--- config.mk ---
export PLATFORM = sky130hd
export DESIGN_NAME = uart_vote_rx
export DESIGN_NICKNAME = d
export VERILOG_FILES = /design/src/rtl/uart_vote_rx_pkg.sv /design/src/rtl/uart_vote_rx_sync.sv /design/src/rtl/uart_vote_rx_voter.sv /design/src/rtl/uart_vote_rx_shift.sv /design/src/rtl/uart_vote_rx.sv
export SDC_FILE = /design/constraint.sdc
export NUM_CORES = 1
export LEC_CHECK = 0
export CAP_MARGIN = 20
export CORE_MARGIN = 2
export CORE_UTILIZATION = 30
export DETAILED_ROUTE_END_ITERATION = 10
export SLEW_MARGIN = 20
export SYNTH_ARGS = -nofsm -noshare
export SYNTH_HDL_FRONTEND = slang
export SYNTH_SLANG_ARGS = --single-unit
--- constraint.sdc ---
create_clock -name clk -period 1.73 [get_ports clk]
set_clock_uncertainty 0.1 [all_clocks]
set_input_delay 0.346 -clock clk [delete_from_list [all_inputs] [get_ports clk]]
set_output_delay 0.346 -clock clk [all_outputs]
set_load 0.02 [all_outputs]
--- src/rtl/uart_vote_rx_pkg.sv ---
package uart_vote_rx_pkg;

   typedef enum logic [1:0] {
      RX_IDLE  = 2'd0,
      RX_START = 2'd1,
      RX_DATA  = 2'd2,
      RX_STOP  = 2'd3
   } rx_state_e;

   function automatic logic maj3(input logic a, input logic b, input logic c);
      return (a & b) | (a & c) | (b & c);
   endfunction

endpackage

--- src/rtl/uart_vote_rx_sync.sv ---
module uart_vote_rx_sync #(
   parameter int   STAGES    = 2,
   parameter logic RESET_VAL = 1'b1
) (
   input  logic clk,
   input  logic rst_n,
   input  logic din,
   output logic dout
);

   generate
      if (STAGES < 2) begin : g_bad_stages
         initial $fatal(1, "uart_vote_rx_sync: STAGES must be at least 2");
      end
   endgenerate

   logic [STAGES-1:0] chain_q;

   always_ff @(posedge clk or negedge rst_n) begin
      if (!rst_n) chain_q <= {STAGES{RESET_VAL}};
      else        chain_q <= {chain_q[STAGES-2:0], din};
   end

   assign dout = chain_q[STAGES-1];

endmodule

--- src/rtl/uart_vote_rx_voter.sv ---
module uart_vote_rx_voter
   import uart_vote_rx_pkg::*;
#(
   parameter int OVERSAMPLE = 16,
   parameter int VOTE_TAPS  = 3,
   localparam int CNT_W     = $clog2(OVERSAMPLE)
) (
   input  logic             clk,
   input  logic             rst_n,
   input  logic             tick_en,
   input  logic [CNT_W-1:0] tick_cnt,
   input  logic             din,
   output logic             voted
);

   // tick_cnt holds the number of ticks already seen in the bit, so the
   // sample of tick number k is taken when tick_cnt equals k-1.
   localparam int MID     = OVERSAMPLE / 2;
   localparam int CNT_EAR = MID - 2;
   localparam int CNT_CEN = MID - 1;

   generate
      if (VOTE_TAPS != 1 && VOTE_TAPS != 3) begin : g_bad_taps
         initial $fatal(1, "uart_vote_rx_voter: VOTE_TAPS must be 1 or 3");
      end
   endgenerate

   logic samp_cen_q;

   always_ff @(posedge clk or negedge rst_n) begin
      if (!rst_n)                                       samp_cen_q <= 1'b1;
      else if (tick_en && tick_cnt == CNT_W'(CNT_CEN))  samp_cen_q <= din;
   end

   generate
      if (VOTE_TAPS == 3) begin : g_vote3
         logic samp_ear_q;
         always_ff @(posedge clk or negedge rst_n) begin
            if (!rst_n)                                      samp_ear_q <= 1'b1;
            else if (tick_en && tick_cnt == CNT_W'(CNT_EAR)) samp_ear_q <= din;
         end
         // the third sample is the live line at the decision tick
         assign voted = maj3(samp_ear_q, samp_cen_q, din);
      end else begin : g_vote1
         assign voted = samp_cen_q;
      end
   endgenerate

endmodule

--- src/rtl/uart_vote_rx_shift.sv ---
module uart_vote_rx_shift #(
   parameter int WIDTH = 8
) (
   input  logic             clk,
   input  logic             rst_n,
   input  logic             shift_en,
   input  logic             din,
   output logic [WIDTH-1:0] q
);

   generate
      if (WIDTH < 2) begin : g_bad_width
         initial $fatal(1, "uart_vote_rx_shift: WIDTH must be at least 2");
      end
   endgenerate

   // first bit in ends at position 0 after WIDTH shifts
   always_ff @(posedge clk or negedge rst_n) begin
      if (!rst_n)        q <= '0;
      else if (shift_en) q <= {din, q[WIDTH-1:1]};
   end

endmodule

--- src/rtl/uart_vote_rx.sv ---
module uart_vote_rx
   import uart_vote_rx_pkg::*;
#(
   parameter int OVERSAMPLE  = 16,
   parameter int DATA_BITS   = 8,
   parameter int SYNC_STAGES = 2,
   parameter int VOTE_TAPS   = 3
) (
   input  logic                 clk,
   input  logic                 rst_n,
   input  logic                 tick_en,
   input  logic                 rx_line,
   output logic [DATA_BITS-1:0] rx_data,
   output logic                 rx_valid,
   output logic                 rx_frame_err
);

   localparam int CNT_W   = $clog2(OVERSAMPLE);
   localparam int BIT_W   = $clog2(DATA_BITS);
   localparam int MID     = OVERSAMPLE / 2;
   localparam int CNT_DEC = MID;
   localparam int CNT_END = OVERSAMPLE - 1;

   generate
      if (OVERSAMPLE < 8 || (OVERSAMPLE & (OVERSAMPLE - 1)) != 0) begin : g_bad_os
         initial $fatal(1, "uart_vote_rx: OVERSAMPLE must be a power of two, at least 8");
      end
      if (DATA_BITS < 5 || DATA_BITS > 9) begin : g_bad_bits
         initial $fatal(1, "uart_vote_rx: DATA_BITS must lie in 5..9");
      end
   endgenerate

   localparam logic [BIT_W-1:0] LAST_BIT = BIT_W'(DATA_BITS - 1);

   // line conditioning and edge detection
   logic rx_s;
   logic prev_q;
   logic fall;

   uart_vote_rx_sync #(
      .STAGES    (SYNC_STAGES),
      .RESET_VAL (1'b1)
   ) u_sync (
      .clk   (clk),
      .rst_n (rst_n),
      .din   (rx_line),
      .dout  (rx_s)
   );

   always_ff @(posedge clk or negedge rst_n) begin
      if (!rst_n) prev_q <= 1'b1;
      else        prev_q <= rx_s;
   end

   assign fall = prev_q & ~rx_s;

   // bit timing
   rx_state_e        state_q, state_d;
   logic [CNT_W-1:0] tick_cnt_q;
   logic [BIT_W-1:0] bit_idx_q;
   logic             decide;
   logic             bit_end;
   logic             voted;
   logic             shift_en;
   logic [DATA_BITS-1:0] shift_q;

   assign decide  = tick_en && (tick_cnt_q == CNT_W'(CNT_DEC));
   assign bit_end = tick_en && (tick_cnt_q == CNT_W'(CNT_END));

   uart_vote_rx_voter #(
      .OVERSAMPLE (OVERSAMPLE),
      .VOTE_TAPS  (VOTE_TAPS)
   ) u_voter (
      .clk      (clk),
      .rst_n    (rst_n),
      .tick_en  (tick_en),
      .tick_cnt (tick_cnt_q),
      .din      (rx_s),
      .voted    (voted)
   );

   assign shift_en = (state_q == RX_DATA) && decide;

   uart_vote_rx_shift #(
      .WIDTH (DATA_BITS)
   ) u_shift (
      .clk      (clk),
      .rst_n    (rst_n),
      .shift_en (shift_en),
      .din      (voted),
      .q        (shift_q)
   );

   always_comb begin
      state_d = state_q;
      unique case (state_q)
         RX_IDLE:  if (fall) state_d = RX_START;
         RX_START: begin
            if (decide && voted) state_d = RX_IDLE;
            else if (bit_end)    state_d = RX_DATA;
         end
         RX_DATA:  if (bit_end && bit_idx_q == LAST_BIT) state_d = RX_STOP;
         RX_STOP:  if (decide) state_d = RX_IDLE;
         default:  state_d = RX_IDLE;
      endcase
   end

   always_ff @(posedge clk or negedge rst_n) begin
      if (!rst_n) begin
         state_q    <= RX_IDLE;
         tick_cnt_q <= '0;
         bit_idx_q  <= '0;
      end else begin
         state_q <= state_d;
         if (state_q == RX_IDLE) begin
            tick_cnt_q <= '0;
            bit_idx_q  <= '0;
         end else begin
            if (tick_en) tick_cnt_q <= tick_cnt_q + CNT_W'(1);
            if (state_q == RX_DATA && bit_end && bit_idx_q != LAST_BIT)
               bit_idx_q <= bit_idx_q + BIT_W'(1);
         end
      end
   end

   // output register
   always_ff @(posedge clk or negedge rst_n) begin
      if (!rst_n) begin
         rx_data      <= '0;
         rx_valid     <= 1'b0;
         rx_frame_err <= 1'b0;
      end else begin
         rx_valid     <= 1'b0;
         rx_frame_err <= 1'b0;
         if (state_q == RX_STOP && decide) begin
            rx_data      <= shift_q;
            rx_valid     <= 1'b1;
            rx_frame_err <= ~voted;
         end
      end
   end

endmodule

After elaboration in Yosys (flattened, before gate mapping)
Cells that the tools add are included.

word-level totals
  register bits after elaboration = 32
  input bits = 4
  output and inout port bits = 10
  logic and storage cells = 60

operators by class
  $add $sub $neg = 2
  equality and inequality tests = 13
  multiplexer cells = 12
  bitwise logic cells = 8
  reduce and logical (&&, ||, !) cells = 14

operator list
  cell                 number
  $logic_and 1x1->1    10
  $mux 2               5
  $eq 4x3->1 const B   2
  $eq 4x4->1 const B   2
  $mux 4               2
  $pmux 2 s4           1
  $mux 3               2
  $ne 2x2->1 const B   3
  $ne 3x3->1 const B   2
  $add 4x1->4 const B  1
  $and 1x1->1          4
  $eq 2x2->1 const B   2
  $reduce_and 4->1     1
  $reduce_bool 2->1    2
  $add 3x1->3 const B  1
  $eq 3x3->1 const B   1
  $eq 2x1->1 const B   1
  $logic_not 2->1      1
  $mux 1               2
  $not 1->1            2
  $or 1x1->1           2

Depth between registers and ports, before layout
  depth after elaboration = 6
  mapped depth = 6

Modules after synthesis
A second synthesis with hierarchy kept.

unflattened totals
  cell total of the unflattened synthesis = 106
  area, all modules = 1,456.4 µm²

by module, submodules not included
  module              instances  cells an instance  area each (µm²)
  uart_vote_rx        1          79                 953.4
  uart_vote_rx_shift  1          17                 331.6
  uart_vote_rx_voter  1          8                  118.9
  uart_vote_rx_sync   1          2                  52.6

Worst setup path after synthesis
No wires, ideal clock.

  path kind = reg2reg
  start = register tick_cnt_q[0]
  end = register u_shift.q[0]
  setup time = 125 ps
  arrival time = 1,444 ps
  data required time = 1,505 ps
  slack = 61 ps
  stages on the path, launching flop included = 7
  path buffers = 1
  clock period less this slack = 1,669 ps
  cell sequence = dfrtp_1 inv_1 ha_1 and4b_4 and3b_1 buf_6 mux2_4

between the ends
  longest elaborated chain between the ends = 3

RTL lines
  item                    line                      RTL
  from (decl)             uart_vote_rx.sv:59        logic [CNT_W-1:0] tick_cnt_q;
  from (signal assigned)  uart_vote_rx.sv:119       if (tick_en) tick_cnt_q <= tick_cnt_q + CNT_W'(1);
  $eq 4x4->1              uart_vote_rx.sv:67        assign decide = tick_en && (tick_cnt_q == CNT_W'(CNT_DEC));
  $logic_and 1x1->1       uart_vote_rx.sv:67
  $logic_and 1x1->1       uart_vote_rx.sv:82        assign shift_en = (state_q == RX_DATA) && decide;
  to (signal assigned)    uart_vote_rx_shift.sv:20  else if (shift_en) q <= {din, q[WIDTH-1:1]};
  to (decl)               uart_vote_rx_shift.sv:8   output logic [WIDTH-1:0] q

No other way between the ends.
A chain may end at the register's enable or synchronous reset.

Worst setup path in the final report
  start = register tick_cnt_q[0]
  end = register u_shift.q[2]

Same word-level chain as after synthesis.

==> impl_metrics.env <==
export IMPL_yosys_cell_types_count=29
export IMPL_place_inst=173
export IMPL_nNetsFinal=139
export IMPL_synth_edf_count=0
export IMPL_route_detailed_drc=0
export IMPL_design_die_area_um2=5240
export IMPL_cts_buffer_depth=2
export IMPL_finalWeightedCongestion=0.655
export IMPL_yosysWarnings=0
export IMPL_synth_commonest_cells="dfrtp_1, mux2_2, nand2_1, mux2_4, nor2_1"
export IMPL_layout_min_cycle_time_ns=1.68
export IMPL_drive_gt1_share_pct=36.9
export IMPL_power_switching_uw=509
export IMPL_seq_area_frac_synth_pct=57.5
export IMPL_wl_per_cell_um=12.8
export IMPL_routed_via_density=4.69
export IMPL_maxCapViolCount=0
export IMPL_hold_class="flop to flop"
export IMPL_p_sw_share_pct=27.5
export IMPL_cts_tree="done"
export IMPL_grt_max_degree=33
export IMPL_tightest_slew_ns=0.434
export IMPL_setup_violations_final=0
export IMPL_synth_top_area_share_pct=48.2
export IMPL_maxSlewHeadroom_pct=71.1
export IMPL_path_max_fanout=8
export IMPL_syn_inst=103
export IMPL_power_density_nw_per_um2=1040
export IMPL_grt_usage_pct=10.3
export IMPL_dr_pass1_iters=3
export IMPL_crit_path_max_incr_delay_ns=0.39
export IMPL_die_y_um=72.4
export IMPL_die_w_um=72.4
export IMPL_arrival_ns=1.73
export IMPL_syn_nets=112
export IMPL_pin_count=14
export IMPL_synth_seq_cells=32
export IMPL_synthArstFlopShare_pct=100
export IMPL_grt_pass1_wl_um=4110
export IMPL_final_cells=182
export IMPL_clk_latency_ns=0.27
export IMPL_start_kind="flop"
export IMPL_path_cells="inv_2, ha_4, and4b_4, and3b_2, buf_12, mux2_4"
export IMPL_peakVddDrop_mv=0.647
export IMPL_pwr_share_clk_pct=27.5
export IMPL_min_period_over_period_pct=97.2
export IMPL_synth_area_leaders="dfrtp_1, dfstp_2, mux2_4, mux2_2, ha_1"
export IMPL_crit_family="simple AND/OR/NAND/NOR gates"
export IMPL_clock_sinks=32
export IMPL_critPathBufInv=2
export IMPL_p_total_uw=1850
export IMPL_hold_viol=0
export IMPL_cts_root_buf="clkbuf_8"
export IMPL_power_frac_comb_pct=22.4
export IMPL_status="finished clean"
export IMPL_routed_wl_um=2330
export IMPL_ys_flop_type="dfrtp_1"
export IMPL_vias=854
export IMPL_synth_top_area_cell="dfrtp_1"
export IMPL_multi_input_area_um2=573
export IMPL_drtIter0Drc=37
export IMPL_fillers=409
export IMPL_drtAntennaViolNets=0
export IMPL_worstSetupEndpointType="flop"
export IMPL_crit_slowest_cell="dfrtp_1"
export IMPL_synth_most_common_cell="dfrtp_1"
export IMPL_clk_pin_slew_worst_paths_ns=0.06
export IMPL_syn_to_final_growth_pct=26.3
export IMPL_numCtsBuffers=5
export IMPL_core_um2=4410
export IMPL_hpwlAfterDp_um=1720
export IMPL_initial_core_util_pct=31.8
export IMPL_p_seq_share_pct=50.1
export IMPL_diodes=0
export IMPL_row_count=24
export IMPL_grt_pass1_vias=899
export IMPL_p_int_uw=1340
export IMPL_path_class="flop to flop"
export IMPL_antenna_found_initial=0
export IMPL_seq_area_um2=807
export IMPL_critical_path_required_ns=1.78
export IMPL_p_leak_uw=0.000816
export IMPL_grt_ovfl_total=0
export IMPL_slew_viol_final=0
export IMPL_htreeDepth=2
export IMPL_rsz0062_at_grt="yes"
export IMPL_numPortBuffers=13
export IMPL_max_freq_mhz=595
export IMPL_hold_ws_ns=0.255
export IMPL_syn_avg_cell_area_um2=13.6
export IMPL_synth_area_um2=1400
export IMPL_setup_tns_final_ns=0
[metal layers]
metal / GRT usage, % / up-vias / routed length (µm)
met2: 17.5 / 16 / 1140
met1: 11.9 / 425 / 1060
met5: 0 / - / 0
li1: - / 413 / -
met3: 3.61 / 0 / 128
met4: 3.70 / 0 / 0
[registers in the layout (all words and copies together) (netlist names), named ones only]
register / cells
tick_cnt_q: 4
u_voter.samp_cen_q: 1
rx_valid: 1
prev_q: 1
rx_data: 8
state_q: 1
rx_frame_err: 1
bit_idx_q: 3
u_shift.q: 8
u_voter.g_vote3.samp_ear_q: 1
u_sync.chain_q: 2
[layout by cell type, fill, tap and decap left out, types with 2 or more instances in the layout]
cell	synthesis	final
clkbuf_8	0	5
buf_12	0	2
nor2_1	7	7
xor2_1	2	2
nor3b_1	2	2
inv_2	0	2
nand2_1	9	9
buf_4	0	9
mux2_2	10	10
ha_1	5	4
nand4_1	2	2
dfstp_2	5	5
o221ai_1	3	3
a21oi_1	2	2
dfrtp_1	27	27
mux2_4	8	8
clkdlybuf4s50_1	0	13
[stage by stage]
| step | setup WS [ns] | utilization (%) | instance area [µm²] |
|---|---|---|---|
| 2_1_floorplan | 0.0608 | - | 1400 |
| 3_3_place_gp | -0.227 | 37.6 | 1660 |
| 3_5_place_dp | -0.247 | 37.6 | 1660 |
| 4_1_cts | 0.0134 | 39.4 | 1740 |
| 5_1_grt | -0.0110 | 40.1 | 1770 |
| 6_report | 0.0482 | 40.1 | 1770 |
[cell families (layout without fill, tap and decap cells)]
kind of cell / after synthesis / in the layout / synth area share, %
compound gates: 9 / 9 / 4.37
mux: 19 / 19 / 17.3
flops: 32 / 32 / 57.5
simple gates: 27 / 27 / 10.8
xor+xnor: 3 / 3 / 1.87
buf+inv: 7 / 34 / 2.94
fa+ha+maj: 6 / 6 / 5.17
[cell type report]
type,count,share of cell area (%)
sequential,32,45.6
multi-input combinational,64,32.3
timing repair buffer,24,13.4
clock buffer,6,4.10
tap,52,3.67
inverter,3,0.636
clock inverter,1,0.282
[what timing repair did]
item                                    in CTS  in global routing
hold buffers                                 0                  0
resized for setup                            1                  5
endpoints found under the setup margin       1                 17
buffers inserted                             0                  2
pin swaps                                    0                  1
[final timing paths]
check                                  start                 to  slack [ns]  depth (start not counted)
max in group asynchronous              rst_n  u_sync.chain_q[0]        0.95                          2
setup reg to reg               tick_cnt_q[0]       u_shift.q[2]        0.05                          6
hold / removal             u_sync.chain_q[0]  u_sync.chain_q[1]        0.25                          0
setup / recovery               tick_cnt_q[0]       u_shift.q[2]        0.05                          6
min in group asynchronous              rst_n         rx_data[3]        0.33                          2
hold reg to reg            u_sync.chain_q[0]  u_sync.chain_q[1]        0.25                          0
[power by group through the flow]
stage / clock, µW / combinational (µW) / sequential, µW
2_1_floorplan: 0 / 205 / 924
3_3_place_gp: 0 / 340 / 925
6_report: 508 / 415 / 926
4_1_cts: 534 / 366 / 923
5_1_grt: 571 / 465 / 941
3_5_place_dp: 0 / 363 / 934
Note: power is estimated with default switching activity, not from simulation.
